===== config.mk =====
export PLATFORM = sky130hd
export DESIGN_NAME = enpulse_refprog
export DESIGN_NICKNAME = d
export VERILOG_FILES = /design/src/rtl/refprog_pkg.sv /design/src/rtl/refprog_runlen.sv /design/src/rtl/refprog_stepcnt.sv /design/src/rtl/enpulse_refprog.sv
export SDC_FILE = /design/constraint.sdc
export NUM_CORES = 1
export LEC_CHECK = 0
export BUFFER_PORTS_ARGS = -buffer_cell sky130_fd_sc_hd__buf_2
export CAP_MARGIN = 20
export CELL_PAD_IN_SITES_DETAIL_PLACEMENT = 1
export CELL_PAD_IN_SITES_GLOBAL_PLACEMENT = 1
export CORE_MARGIN = 1.5
export CORE_UTILIZATION = 35
export CTS_BUF_LIST = sky130_fd_sc_hd__clkbuf_4 sky130_fd_sc_hd__clkbuf_8 sky130_fd_sc_hd__clkbuf_16
export CTS_CLUSTER_DIAMETER = 100
export CTS_CLUSTER_SIZE = 14
export DETAILED_ROUTE_END_ITERATION = 7
export PLACE_DENSITY_LB_ADDON = 0.12
export SKIP_LAST_GASP = 1
export SYNTH_ARGS = -nofsm -noshare
export SYNTH_HDL_FRONTEND = slang
export SYNTH_SLANG_ARGS = --single-unit

===== constraint.sdc =====
create_clock -name clk -period 1.7 [get_ports clk]
set_clock_uncertainty 0.05 [all_clocks]
set_input_delay 0.085 -clock clk [delete_from_list [all_inputs] [get_ports clk]]
set_output_delay 0.085 -clock clk [all_outputs]
set_load 0.005 [all_outputs]

===== src/rtl/refprog_pkg.sv =====
package refprog_pkg;
    localparam int CODE_W   = 4;
    localparam int CODE_MAX = (1 << CODE_W) - 1;

    typedef logic [CODE_W-1:0] code_t;

    typedef struct packed {
        code_t code;   // latched DAC code
        logic  load;   // one-clock load strobe
        logic  ss;     // one-clock soft-start request
        logic  on;     // channel running
        logic  armed;  // a step was counted since last latch
    } ctl_t;
endpackage


===== src/rtl/refprog_runlen.sv =====
module refprog_runlen #(
    parameter int SAT = 8
) (
    input  logic                       clk,
    input  logic                       rst,
    input  logic                       match,
    output logic [$clog2(SAT+1)-1:0]   run_q
);
    localparam int W = $clog2(SAT + 1);
    localparam logic [W-1:0] SAT_V = W'(SAT);

    logic [W-1:0] run_d;

    always_comb begin
        if (!match)
            run_d = '0;
        else if (run_q == SAT_V)
            run_d = run_q;
        else
            run_d = run_q + 1'b1;
    end

    always_ff @(posedge clk) begin
        if (rst) run_q <= '0;
        else     run_q <= run_d;
    end
endmodule


===== src/rtl/refprog_stepcnt.sv =====
module refprog_stepcnt
    import refprog_pkg::*;
(
    input  logic  clk,
    input  logic  rst,
    input  logic  step,
    input  logic  clr,
    output code_t val_q
);
    localparam code_t TOP = code_t'(CODE_MAX);

    code_t val_d;

    always_comb begin
        val_d = val_q;
        if (clr)
            val_d = '0;
        else if (step && val_q != TOP)
            val_d = val_q + 1'b1;
    end

    always_ff @(posedge clk) begin
        if (rst) val_q <= '0;
        else     val_q <= val_d;
    end
endmodule


===== src/rtl/enpulse_refprog.sv =====
module enpulse_refprog
    import refprog_pkg::*;
#(
    parameter int GLITCH_CYC  = 6,
    parameter int TIMEOUT_CYC = 12500,
    parameter int OFF_CYC     = 17000
) (
    input  logic              clk,
    input  logic              rst,
    input  logic              en_lvl,
    output logic [CODE_W-1:0] ref_code,
    output logic              dac_load,
    output logic              softstart_req,
    output logic              chan_on
);
    localparam int HI_W = $clog2(TIMEOUT_CYC + 1);
    localparam int LO_W = $clog2(OFF_CYC + 1);
    localparam logic [HI_W-1:0] HI_LAST  = HI_W'(TIMEOUT_CYC - 1);
    localparam logic [LO_W-1:0] LO_QUAL  = LO_W'(GLITCH_CYC - 1);
    localparam logic [LO_W-1:0] LO_LAST  = LO_W'(OFF_CYC - 1);

    logic [HI_W-1:0] hi_run;
    logic [LO_W-1:0] lo_run;
    code_t           pending;
    ctl_t            st_d, st_q;
    logic            wake, off_hit, latch, fall_ok, step, clr;

    refprog_runlen #(.SAT(TIMEOUT_CYC)) u_hi (
        .clk(clk), .rst(rst), .match(en_lvl), .run_q(hi_run)
    );

    refprog_runlen #(.SAT(OFF_CYC)) u_lo (
        .clk(clk), .rst(rst), .match(!en_lvl), .run_q(lo_run)
    );

    refprog_stepcnt u_cnt (
        .clk(clk), .rst(rst), .step(step), .clr(clr), .val_q(pending)
    );

    // event decode
    always_comb begin
        wake    = en_lvl && !st_q.on;
        off_hit = !en_lvl && st_q.on && (lo_run == LO_LAST);
        fall_ok = !en_lvl && st_q.on && (lo_run == LO_QUAL);
        latch   = en_lvl && st_q.on && st_q.armed && (hi_run == HI_LAST);
        step    = fall_ok;
        clr     = wake || off_hit || latch;
    end

    // next-state
    always_comb begin
        st_d      = st_q;
        st_d.load = 1'b0;
        st_d.ss   = 1'b0;
        if (wake) begin
            st_d.code  = '0;
            st_d.load  = 1'b1;
            st_d.ss    = 1'b1;
            st_d.on    = 1'b1;
            st_d.armed = 1'b0;
        end else if (off_hit) begin
            st_d.on    = 1'b0;
            st_d.armed = 1'b0;
        end else if (latch) begin
            st_d.code  = pending;
            st_d.load  = 1'b1;
            st_d.armed = 1'b0;
        end else if (fall_ok) begin
            st_d.armed = 1'b1;
        end
    end

    always_ff @(posedge clk) begin
        if (rst) st_q <= '0;
        else     st_q <= st_d;
    end

    assign ref_code      = st_q.code;
    assign dac_load      = st_q.load;
    assign softstart_req = st_q.ss;
    assign chan_on       = st_q.on;
endmodule


==> metrics.md, run 1 <==
| Metric | Value |
|---|---|
| Run status | finished clean |
| I/O pin total | 10 |
| Worst Setup Start Kind | flop |
| Worst min-delay path endpoint | chan_on$_SDFFE_PP0P_ |
| Count of input and output buffers | 9 |
| DRT iter0 DRCs | 58 |
| Critical-path cell with the highest stage delay | dfxtp_4 |
| Simple logic cell fraction of the synthesized area | 29.7% |
| Std cell rows | 26 |
| Final critical-path setup slack | 0.0409 ns |
| Setup violators final | 0 |
| Number of global-route vias before repair | 1554 |
| Register-to-Register Setup Slack | 0.04 ns |
| Number of clock sinks | 41 |
| Fmax | 603 MHz |
| TritonCTS clock tree | done |
| Commonest cells after routing, fill and taps aside | nor2_1, dfxtp_1, buf_4 |
| Longest individual stage delay on the worst path | 0.36 ns |
| Worst relative slew slack | 71.2% |
| Routed Antenna Nets | 0 |
| Combined global-route utilization of all metal layers | 16.8% |
| FFs w/ async S/R, synth | 0% |
| Routed via count divided by cell count | 4.92 |
| Filler Cells Inserted | 619 |
| WP data required | 1.88 ns |
| Share of synthesized area occupied by flip-flops and latches | 44.1% |
| Internal Dissipation | 0.00158 W |
| Routed wirelength normalized by instance count | 13.9 µm |
| Mapped Avg Cell Area | 8.73 µm² |
| Cell depth of the worst hold path | 3 |
| Worst slack, placed | -0.0291 ns |
| Floorplan die area | 5760 µm² |
| Fraction of the core area covered by cells at the end of the flow | 44.8% |
| CTS buffer count | 5 |
| Total wire length | 4.34 mm |
| Type of the worst setup path | reg -> reg |
| Die Y | 75.9 µm |
| Synthesized instance count | 213 |
| Xor-xnor portion of the synthesized cell area | 10.4% |
| Bufs on Longest Clock Path | 2 |
| Mapped Nets | 222 |
| Layout cells sized above 1 | 20.2% |
| Max FO, Critical Path | 3 |
| DR DRC count | 0 |
| Share of synthesized area spent on multiplexers | 3.77% |
| First-pass iteration count of the detailed router | 4 |
| Total design power | 0.00199 W |
| Maximum Capacitance Violations | 0 |
| DP HPWL | 3.18 mm |
| Number of distinct library cell variants in the gate-level netlist after synthesis | 32 |
| Switching Power | 0.000407 W |
| Pins Over Slew Limit | 0 |
| Clock latency at the later pin of the worst-skew pair | 0.30 ns |
| Root buffer cell | clkbuf_8 |
| Area of the mapped netlist | 1860 µm² |
| Post-placement cell count | 302 |
| Final nets | 251 |
| Reg2Reg Capture Point | u_cnt.val_q[3]$_SDFFE_PP0P_ |
| Relative contribution of sequential cells to total power | 48.9% |
| Kind of capture point of the worst setup path | flop |
| Number of antenna violations at the first check in global routing | 0 |
| Standard cell area after detailed placement | 2080 µm² |
| R2R Path Start | u_lo.run_q[13]$_SDFFE_PP0P_ |
| Minimum clock period after layout | 1.66 ns |
| Primary flip-flop cell chosen by synthesis mapping | dfxtp_1 |
| Area growth syn-to-layout | 23.1% |
| Clock network fraction of design power | 47.7% |
| Switching share of total power | 20.5% |
| Largest vdd supply drop | 0.000410 V |
| Final weighted congestion in routability-driven placement | 0.827 |
| Starting density of the core | 36.4% |
| Worst-path cell chain | nor4_4 > nand3_2 > a311o_1 > or3_1 > a21oi_1 |
| Power density of the placed cells | 871 nW/µm² |
| Number of flops mapped to enable cells by yosys | 0 |
| Arithmetic-cell share of the synthesized area counting full adders, half adders and majority gates | 4.04% |
| Share of the clock period used by the worst path after layout | 97.6% |
| Crit path DAT | 1.84 ns |
| Die X-Extent | 75.9 µm |
| Post-route non-filler standard cell count | 313 |
| Yosys warnings | 0 |
| Measured slew at the worst slew-check pin | 0.429 ns |
| Worst hold-check path type | in -> reg |
| Total congestion overflow | 0 |
| Total number of vias | 1541 |
| Core box area | 5110 µm² |
| Post-route design area | 2290 µm² |
| Number of storage elements in the synthesis netlist | 41 |
| Synth Area in Compound Gates | 4.37% |
| Worst-case reg-to-reg path depth | 5 |
| Most frequent standard cell in the layout excluding fill and tap cells | nor2_1 |
| Number of hold violations in the final report | 0 |
| Combinational group share of total power | 3.3% |
| CTS clk-pin slew, worst paths | 0.08 ns |
| Global-route wire length before repair | 7.20 mm |
| Combinational family with the most area after synthesis | simple AND/OR/NAND/NOR gates |
| Antenna diode count | 0 |
| Deepest level of the CTS H-tree | 2 |
| Min-Delay Startpoint | en_lvl |
| Lkg Pwr | 0.865 nW |
| Largest net degree at the start of global routing | 16 |
==> how the worst max path moves through the flow <==
| stage | cells after the start | from | endpoint | slack [ns] |
|---|---|---|---|---|
| detailed placement | 5 | u_lo.run_q[4]$_SDFFE_PP0P_ | u_cnt.val_q[3]$_SDFFE_PP0P_ | -0.03 |
| finish | 5 | u_lo.run_q[13]$_SDFFE_PP0P_ | u_cnt.val_q[3]$_SDFFE_PP0P_ | 0.04 |
| global placement | 5 | u_lo.run_q[10]$_SDFFE_PP0P_ | u_cnt.val_q[3]$_SDFFE_PP0P_ | 0.04 |
| global route | 6 | u_lo.run_q[2]$_SDFFE_PP0P_ | u_lo.run_q[13]$_SDFFE_PP0P_ | -0.02 |
| CTS | 6 | u_lo.run_q[13]$_SDFFE_PP0P_ | u_cnt.val_q[2]$_SDFFE_PP0P_ | -0.01 |
| floorplan | 5 | u_lo.run_q[10]$_SDFFE_PP0P_ | u_cnt.val_q[3]$_SDFFE_PP0P_ | 0.04 |
==> sequential cells by signal, indices dropped and copies added (netlist names) <==
name and count:
chan_on 1, dac_load 1, ref_code 4, softstart_req 1
st_q 1, u_cnt.val_q 4, u_hi.run_q 14, u_lo.run_q 15
==> synth_stat cells, types with 6 or more instances <==
| cell | instances | area share (%) |
|---|---|---|
| dfxtp_1 | 41 | 44 |
| ha_1 | 6 | 4.0 |
| or3_1 | 6 | 2.0 |
| nor3_1 | 9 | 2.4 |
| nand2_1 | 15 | 3.0 |
| mux2i_1 | 7 | 3.8 |
| a21oi_1 | 7 | 1.9 |
| inv_1 | 6 | 1.2 |
| nand3_1 | 16 | 4.3 |
| xor2_1 | 14 | 6.6 |
| xnor2_1 | 8 | 3.8 |
| nor2_1 | 41 | 8.3 |
==> cell families (layout without fill, tap and decap cells) <==
| group | after synthesis | count (layout) |
|---|---|---|
| AND/OR/NAND/NOR | 109 | 109 |
| XOR/XNOR | 22 | 22 |
| buffers and inverters | 14 | 44 |
| adder cells (fa/ha/maj) | 6 | 6 |
| flip-flops | 41 | 41 |
| multiplexers | 7 | 7 |
| AO/OA/AOI/OAI | 14 | 14 |
==> through the flow <==
step / TNS (ns) / hold slack, ns
after CTS: -0.0107 / 0.0439
final: 0 / 0.0596
after floorplan: 0 / 0.114
after global routing: -0.0305 / 0.0542
after global placement: 0 / 0.275
after detailed placement: -0.0291 / 0.284
==> timing repair <==
item                       4_1_cts  5_1_grt
pin swaps                        4        2
hold buffers                     1        0
hold endpoints to repair         1        0
setup endpoints to repair        7       12
gates resized for setup          4        7
buffers inserted                 2        0
==> power groups by stage <==
stage          registers, W  clock network, W  logic (W)
6_report           0.000975          0.000951  0.0000659
4_1_cts            0.000974          0.000978  0.0000656
3_5_place_dp       0.000998                 0  0.0000632
5_1_grt            0.000977           0.00102  0.0000748
3_3_place_gp       0.000998                 0  0.0000593
2_1_floorplan      0.000999                 0  0.0000345
==> per-layer routing <==
metal  vias to the layer above  track usage, %  wire length (µm)
li1                        775               -                 -
met5                         -               0                 0
met2                        14            28.6              2160
met3                         6            3.97                94
met4                         0            5.95                57
met1                       746            20.6              2020
==> final cells by class <==
class | count | area [µm²] | share of cell area, %
Sequential cell | 41 | 828 | 36.2
Timing Repair Buffer | 30 | 205 | 8.97
Multi-Input combinational cell | 158 | 1010 | 44.0
Clock inverter | 3 | 68.8 | 3.01
Inverter | 6 | 22.5 | 0.984
Clock buffer | 5 | 68.8 | 3.01
Tap cell | 70 | 87.6 | 3.83
==> worst max-delay path: cells and delay by family (launching register included) <==
kind	cells	cell delay [ns]
AOI/OAI and AO/OA	2	0.43
and+or+nand+nor	3	0.75
DFF	1	0.36
No activity file was read; power rests on OpenSTA's default activity.
==> inputs of run 2 (changes only) <==
==> constraint.sdc (replaced) <==
create_clock -name clk -period 1.7 [get_ports clk]
set_clock_uncertainty 0.05 [all_clocks]
set_input_delay 0.255 -clock clk [delete_from_list [all_inputs] [get_ports clk]]
set_output_delay 0.255 -clock clk [all_outputs]
set_load 0.005 [all_outputs]
==> run 2 against run 1 <==
- combinational power grew 3.6%
- flip-flop and latch count stayed put
- highest routed layer unchanged
- cell count increased by 0.96%
- critical path type unchanged
- critical endpoint unchanged
- non-clock buffer count grew 3
==> metrics.md, run 2 (same netlist as run 1, synthesis figures left out) <==
| Metric | Value |
|---|---|
| DRT iter0 DRCs | 45 |
| Global-route wire length before repair | 7.53 mm |
| Total number of vias | 1586 |
| Final nets | 254 |
| Area growth syn-to-layout | 25.7% |
| Switching Power | 0.000389 W |
| Relative contribution of sequential cells to total power | 49.6% |
| Die Y | 75.9 µm |
| Critical-path cell with the highest stage delay | dfxtp_1 |
| Measured slew at the worst slew-check pin | 0.435 ns |
| Flip-flop count of the largest register after layout | 15 |
| Maximum Capacitance Violations | 0 |
| First-pass iteration count of the detailed router | 4 |
| Run status | finished clean |
| Top flop regs | u_lo.run_q: 15 flops, u_hi.run_q: 14 flops |
| Max FO, Critical Path | 5 |
| Final weighted congestion in routability-driven placement | 0.802 |
| CTS clk-pin slew, worst paths | 0.08 ns |
| Register with the highest flop count | u_lo.run_q |
| Layout cells sized above 1 | 25.6% |
| Root buffer cell | clkbuf_8 |
| Share of the clock period used by the worst path after layout | 100% |
| Fmax | 588 MHz |
| CTS buffer count | 5 |
| CP top delay family | simple AND/OR/NAND/NOR gates |
| Combinational group share of total power | 3.5% |
| Worst-path cell chain | and4bb_1 > nand3_2 > a311o_1 > or3_4 > a21oi_2 |
| Deepest level of the CTS H-tree | 2 |
| Largest net degree at the start of global routing | 17 |
| Number of antenna violations at the first check in global routing | 0 |
| Antenna diode count | 0 |
| Count of input and output buffers | 9 |
| Commonest cells after routing, fill and taps aside | nor2_1, dfxtp_1, buf_4 |
| Combined global-route utilization of all metal layers | 17.4% |
| Internal Dissipation | 0.00158 W |
| Worst Setup Start Kind | flop |
| Post-route non-filler standard cell count | 316 |
| Clock network fraction of design power | 46.9% |
| I/O pin total | 10 |
| Worst hold-check path type | in -> reg |
| Core box area | 5110 µm² |
| Minimum clock period after layout | 1.70 ns |
| TritonCTS clock tree | done |
| Clock latency at the later pin of the worst-skew pair | 0.29 ns |
| Total congestion overflow | 0 |
| Routed Antenna Nets | 0 |
| Largest vdd supply drop | 0.000484 V |
| Std cell rows | 26 |
| Count of buffering cells on the critical path with inverters included | 0 |
| Lkg Pwr | 0.874 nW |
| Worst hold slack across all endpoints | 0.158 ns |
| Bufs on Longest Clock Path | 2 |
| Fraction of the core area covered by cells at the end of the flow | 45.8% |
| Routed via count divided by cell count | 5.02 |
| Total wire length | 4.69 mm |
| RSZ-0062 raised after global routing | yes |
| Die X-Extent | 75.9 µm |
| Setup violators final | 0 |
| Routed wirelength normalized by instance count | 14.8 µm |
| Post-placement cell count | 303 |
| Floorplan die area | 5760 µm² |
| DP HPWL | 3.35 mm |
| Power density of the placed cells | 842 nW/µm² |
| Number of hold violations in the final report | 0 |
| Kind of capture point of the worst setup path | flop |
| Type of the worst setup path | reg -> reg |
| Longest individual stage delay on the worst path | 0.37 ns |
| Starting density of the core | 36.4% |
| Number of clock sinks | 41 |
| Pins Over Slew Limit | 0 |
| Most frequent standard cell in the layout excluding fill and tap cells | nor2_1 |
| DR DRC count | 0 |
| Number of global-route vias before repair | 1641 |
| Switching share of total power | 19.8% |
| Crit path DAT | 1.88 ns |
| Worst relative slew slack | 70.8% |
| WP data required | 1.88 ns |
[run 2: layer usage]
layer  wire length, µm  track usage, %  vias to the layer above  share of wire, %
met3               141            5.56                        8               3.0
met4                66            6.75                        0               1.4
met2              2290            28.0                       20                49
li1                  -               -                      777                 -
met1              2190            21.7                      781                47
met5                 0               0                        -                 0
[run 2: cell type report]
| cell class | count | area, µm² |
|---|---|---|
| Fill cell | 615 | 2770 |
| Multi-Input combinational cell | 158 | 1040 |
| Sequential cell | 41 | 830 |
| Timing Repair Buffer | 33 | 225 |
| Tap cell | 70 | 87.6 |
| Clock buffer | 5 | 68.8 |
| Clock inverter | 3 | 65.1 |
| Inverter | 6 | 22.5 |
[run 2: repair_timing]
action	4_1_cts	5_1_grt
setup buffers	2	3
endpoints found under the setup margin	2	20
gates resized for setup	2	18
pin swaps	3	6
hold buffers	0	0
[run 2: power by group through the flow]
stage / clock network (W) / registers, W / logic, W
3_3_place_gp: 0 / 0.000998 / 0.0000629
6_report: 0.000924 / 0.000976 / 0.0000683
3_5_place_dp: 0 / 0.000998 / 0.0000666
2_1_floorplan: 0 / 0.000999 / 0.0000345
5_1_grt: 0.000983 / 0.000977 / 0.0000763
4_1_cts: 0.000950 / 0.000975 / 0.0000675
[run 2: worst paths after layout]
check	from	to	slack, ns	depth (start not counted)
worst min register to register	st_q[0]$_SDFFE_PP0P_	st_q[0]$_SDFFE_PP0P_	0.45	2
worst min-delay path	rst	chan_on$_SDFFE_PP0P_	0.16	2
worst max-delay path	u_lo.run_q[3]$_SDFFE_PP0P_	u_cnt.val_q[3]$_SDFFE_PP0P_	0.0004	5
worst max register to register	u_lo.run_q[3]$_SDFFE_PP0P_	u_cnt.val_q[3]$_SDFFE_PP0P_	0.0004	5
[run 2: metrics by stage]
| stage | setup WS, ns | power, W | cell area (µm²) | TNS (ns) |
|---|---|---|---|---|
| 5_1_grt | -0.107 | 0.00204 | 2340 | -0.419 |
| 3_3_place_gp | 0.0398 | 0.00106 | 2090 | 0 |
| 4_1_cts | 0.00441 | 0.00199 | 2240 | 0 |
| 3_5_place_dp | -0.0201 | 0.00106 | 2090 | -0.0201 |
| 6_report | 0.000433 | 0.00197 | 2340 | 0 |
| 2_1_floorplan | 0.0437 | 0.00103 | 1860 | 0 |
==> inputs of run 3 (changes only) <==
--- a/config.mk
+++ b/config.mk
@@ -5,10 +5,12 @@
 export SDC_FILE = /design/constraint.sdc
 export NUM_CORES = 1
 export LEC_CHECK = 0
+export ABC_AREA = 1
 export BUFFER_PORTS_ARGS = -buffer_cell sky130_fd_sc_hd__buf_2
 export CAP_MARGIN = 20
-export CELL_PAD_IN_SITES_DETAIL_PLACEMENT = 1
+export CELL_PAD_IN_SITES_DETAIL_PLACEMENT = 0
 export CELL_PAD_IN_SITES_GLOBAL_PLACEMENT = 1
+export CORE_ASPECT_RATIO = 1.5
 export CORE_MARGIN = 1.5
 export CORE_UTILIZATION = 35
 export CTS_BUF_LIST = sky130_fd_sc_hd__clkbuf_4 sky130_fd_sc_hd__clkbuf_8 sky130_fd_sc_hd__clkbuf_16
==> run 3 against run 2 <==
- first-iteration DRC count rose by 22%
- clock power is 17% lower
- clock-buffer cell count unchanged
- global-route usage is 1.3 points lower
- die area increased by 12%
- worst setup slack better by 0.19 ns
- largest cell class unchanged
==> metrics.md, run 3 <==
| Metric | Value |
|---|---|
| Kind of capture point of the worst setup path | flop |
| Number of hold violations in the final report | 0 |
| Most instantiated library cell after synthesis | nand2_1 |
| DP HPWL | 3.76 mm |
| CTS clk-pin slew, worst paths | 0.08 ns |
| Fmax | 662 MHz |
| Crit path DAT | 1.69 ns |
| Top-area cell type share of the netlist area | 39.4% |
| Setup violators final | 0 |
| Top flop regs | u_lo.run_q: 15 flops, u_hi.run_q: 14 flops |
| Worst-path cell chain | ha_1 > nand2_1 > nor2_4 > inv_1 > or3_1 > a21oi_1 |
| Combinational family with the most area after synthesis | simple AND/OR/NAND/NOR gates |
| Global-route wire length before repair | 8.03 mm |
| Number of flops mapped to enable cells by yosys | 0 |
| Synthesized instance count | 306 |
| Cell type contributing the most total cell area after synthesis | dfxtp_1 |
| Antenna diode count | 0 |
| Cell depth of the worst hold path | 2 |
| Core box area | 5790 µm² |
| Number of storage elements in the synthesis netlist | 41 |
| Number of antenna violations at the first check in global routing | 0 |
| Commonest cells after routing, fill and taps aside | nand2_1, nor2_1, inv_1, dfxtp_1, a21oi_1 |
| Share of the clock period used by the worst path after layout | 88.8% |
| Max FO, Critical Path | 6 |
| Final nets | 331 |
| Maximum Capacitance Violations | 0 |
| Area growth syn-to-layout | 11.7% |
| CTS buffer count | 5 |
| Total congestion overflow | 0 |
| Final weighted congestion in routability-driven placement | 0.774 |
| DR DRC count | 0 |
| Total setup buffers inserted after CTS | 0 |
| Total number of vias | 1879 |
| Type of the worst setup path | reg -> reg |
| Arithmetic-cell share of the synthesized area counting full adders, half adders and majority gates | 3.61% |
| Std cell rows | 34 |
| Largest vdd supply drop | 0.000389 V |
| Fraction of the core area covered by cells at the end of the flow | 40.2% |
| Reg2Reg Capture Point | u_hi.run_q[6]$_SDFFE_PP0P_ |
| Worst-case reg-to-reg path depth | 6 |
| Mapped Avg Cell Area | 6.80 µm² |
| Bufs on Longest Clock Path | 2 |
| Layout cells sized above 1 | 9.01% |
| GR met3 Demand/Resource | 3.24% |
| Root buffer cell | clkbuf_8 |
| Critical path startpoint | u_hi.run_q[0]$_SDFFE_PP0P_ |
| Most used routing layer in global routing | met2 |
| CP Capture Point | u_hi.run_q[6]$_SDFFE_PP0P_ |
| R2R Path Start | u_hi.run_q[0]$_SDFFE_PP0P_ |
| Routed via count divided by cell count | 4.77 |
| Power density of the placed cells | 787 nW/µm² |
| Total wire length | 4.68 mm |
| Setup TNS after final layout | 0 ns |
| Clock latency at the later pin of the worst-skew pair | 0.29 ns |
| CP top delay family | simple AND/OR/NAND/NOR gates |
| Die X-Extent | 66.0 µm |
| Share of synthesized area spent on multiplexers | 0% |
| M2 GR Usage | 31.8% |
| Worst Setup Start Kind | flop |
| Combined global-route utilization of all metal layers | 16.1% |
| Measured slew at the worst slew-check pin | 0.312 ns |
| WP data required | 1.88 ns |
| First-pass iteration count of the detailed router | 4 |
| Number of hold buffers added after cts | 0 |
| RSZ-0062 raised after global routing | no |
| Minimum clock period after layout | 1.51 ns |
| Worst relative slew slack | 79.0% |
| TritonCTS clock tree | done |
| I/O pin total | 10 |
| Register with the highest flop count | u_lo.run_q |
| Worst hold-check path type | in -> reg |
| Die Y | 97.5 µm |
| Area of the mapped netlist | 2080 µm² |
| Min-Delay Startpoint | rst |
| Cell count along the critical path | 6 |
| Critical-path cell with the highest stage delay | dfxtp_1 |
| Synth Area in Compound Gates | 13.8% |
| Count of input and output buffers | 9 |
| FFs w/ async S/R, synth | 0% |
| Yosys warnings | 0 |
| Largest net degree at the start of global routing | 15 |
| Pins Over Slew Limit | 0 |
| Most frequent standard cell in the layout excluding fill and tap cells | nand2_1 |
| Longest individual stage delay on the worst path | 0.41 ns |
| Share of synthesized area occupied by flip-flops and latches | 39.4% |
| Deepest level of the CTS H-tree | 2 |
| Run status | finished clean |
| Lkg Pwr | 0.922 nW |
| Routed Antenna Nets | 0 |
| Number of distinct library cell variants in the gate-level netlist after synthesis | 25 |
| Number of clock sinks | 41 |
| Primary flip-flop cell chosen by synthesis mapping | dfxtp_1 |
| Number of global-route vias before repair | 1864 |
| Number of gates resized after CTS | 0 |
| Register-to-Register Setup Slack | 0.19 ns |
| Count of buffering cells on the critical path with inverters included | 1 |
| Top cell types by occurrence after synthesis | nand2_1, nor2_1, dfxtp_1, inv_1, a21oi_1 |
| Starting density of the core | 36.0% |
| Mapped Nets | 315 |
| Routed wirelength normalized by instance count | 11.9 µm |
| Met1 track utilization from global routing | 15.5% |
| Xor-xnor portion of the synthesized cell area | 1.26% |
| Floorplan die area | 6430 µm² |
| Top post-synthesis cells by area | dfxtp_1, nand2_1, nor2_1 |
| Flip-flop count of the largest register after layout | 15 |
| Simple logic cell fraction of the synthesized area | 32.4% |
| DRT iter0 DRCs | 55 |
## run 3: logic make-up after synthesis
family,Yosys count
and+or+nand+nor,154
AOI/OAI and AO/OA,54
buffers and inverters,48
DFF,41
adders and majority gates,6
xor gates and xnor gates,3
## run 3: area by class of cell
cell class	count	area, µm²
Clock buffer	5	68.8
Multi-Input combinational cell	217	1060
Inverter	42	158
Sequential cell	41	821
Timing Repair Buffer	15	90.1
Fill cell	665	3460
Clock inverter	2	35.0
Tap cell	72	90.1
## run 3: layer usage
metal | share of wire, % | up-vias
li1 | - | 1007
met1 | 39 | 851
met2 | 57 | 14
met3 | 1.9 | 7
met4 | 2.0 | 0
met5 | 0 | -
## run 3: worst min path at each step
stage,endpoint
floorplan,dac_load$_SDFF_PP0_
global placement,ref_code[1]$_SDFFE_PP0P_
detailed placement,ref_code[0]$_SDFFE_PP0P_
CTS,dac_load$_SDFF_PP0_
global route,dac_load$_SDFF_PP0_
finish,dac_load$_SDFF_PP0_
## run 3: per-stage QoR
| stage | total power [W] | setup slack [ns] | instance area [µm²] | instances | hold slack (ns) |
|---|---|---|---|---|---|
| 6_report | 0.00183 | 0.190 | 2330 | 394 | 0.181 |
| 5_1_grt | 0.00191 | 0.0223 | 2330 | 394 | 0.187 |
| 4_1_cts | 0.00186 | 0.184 | 2330 | 394 | 0.172 |
| 2_1_floorplan | 0.00105 | 0.295 | 2080 | 306 | 0.320 |
| 3_3_place_gp | 0.00109 | 0.207 | 2220 | 387 | 0.413 |
| 3_5_place_dp | 0.00109 | 0.189 | 2220 | 387 | 0.424 |
## run 3: power by group
group	internal, W	switching (W)	leakage (nW)
combinational	0.0000340	0.0000518	0.537
sequential	0.000970	0.00000867	0.331
clock	0.000427	0.000339	0.0540
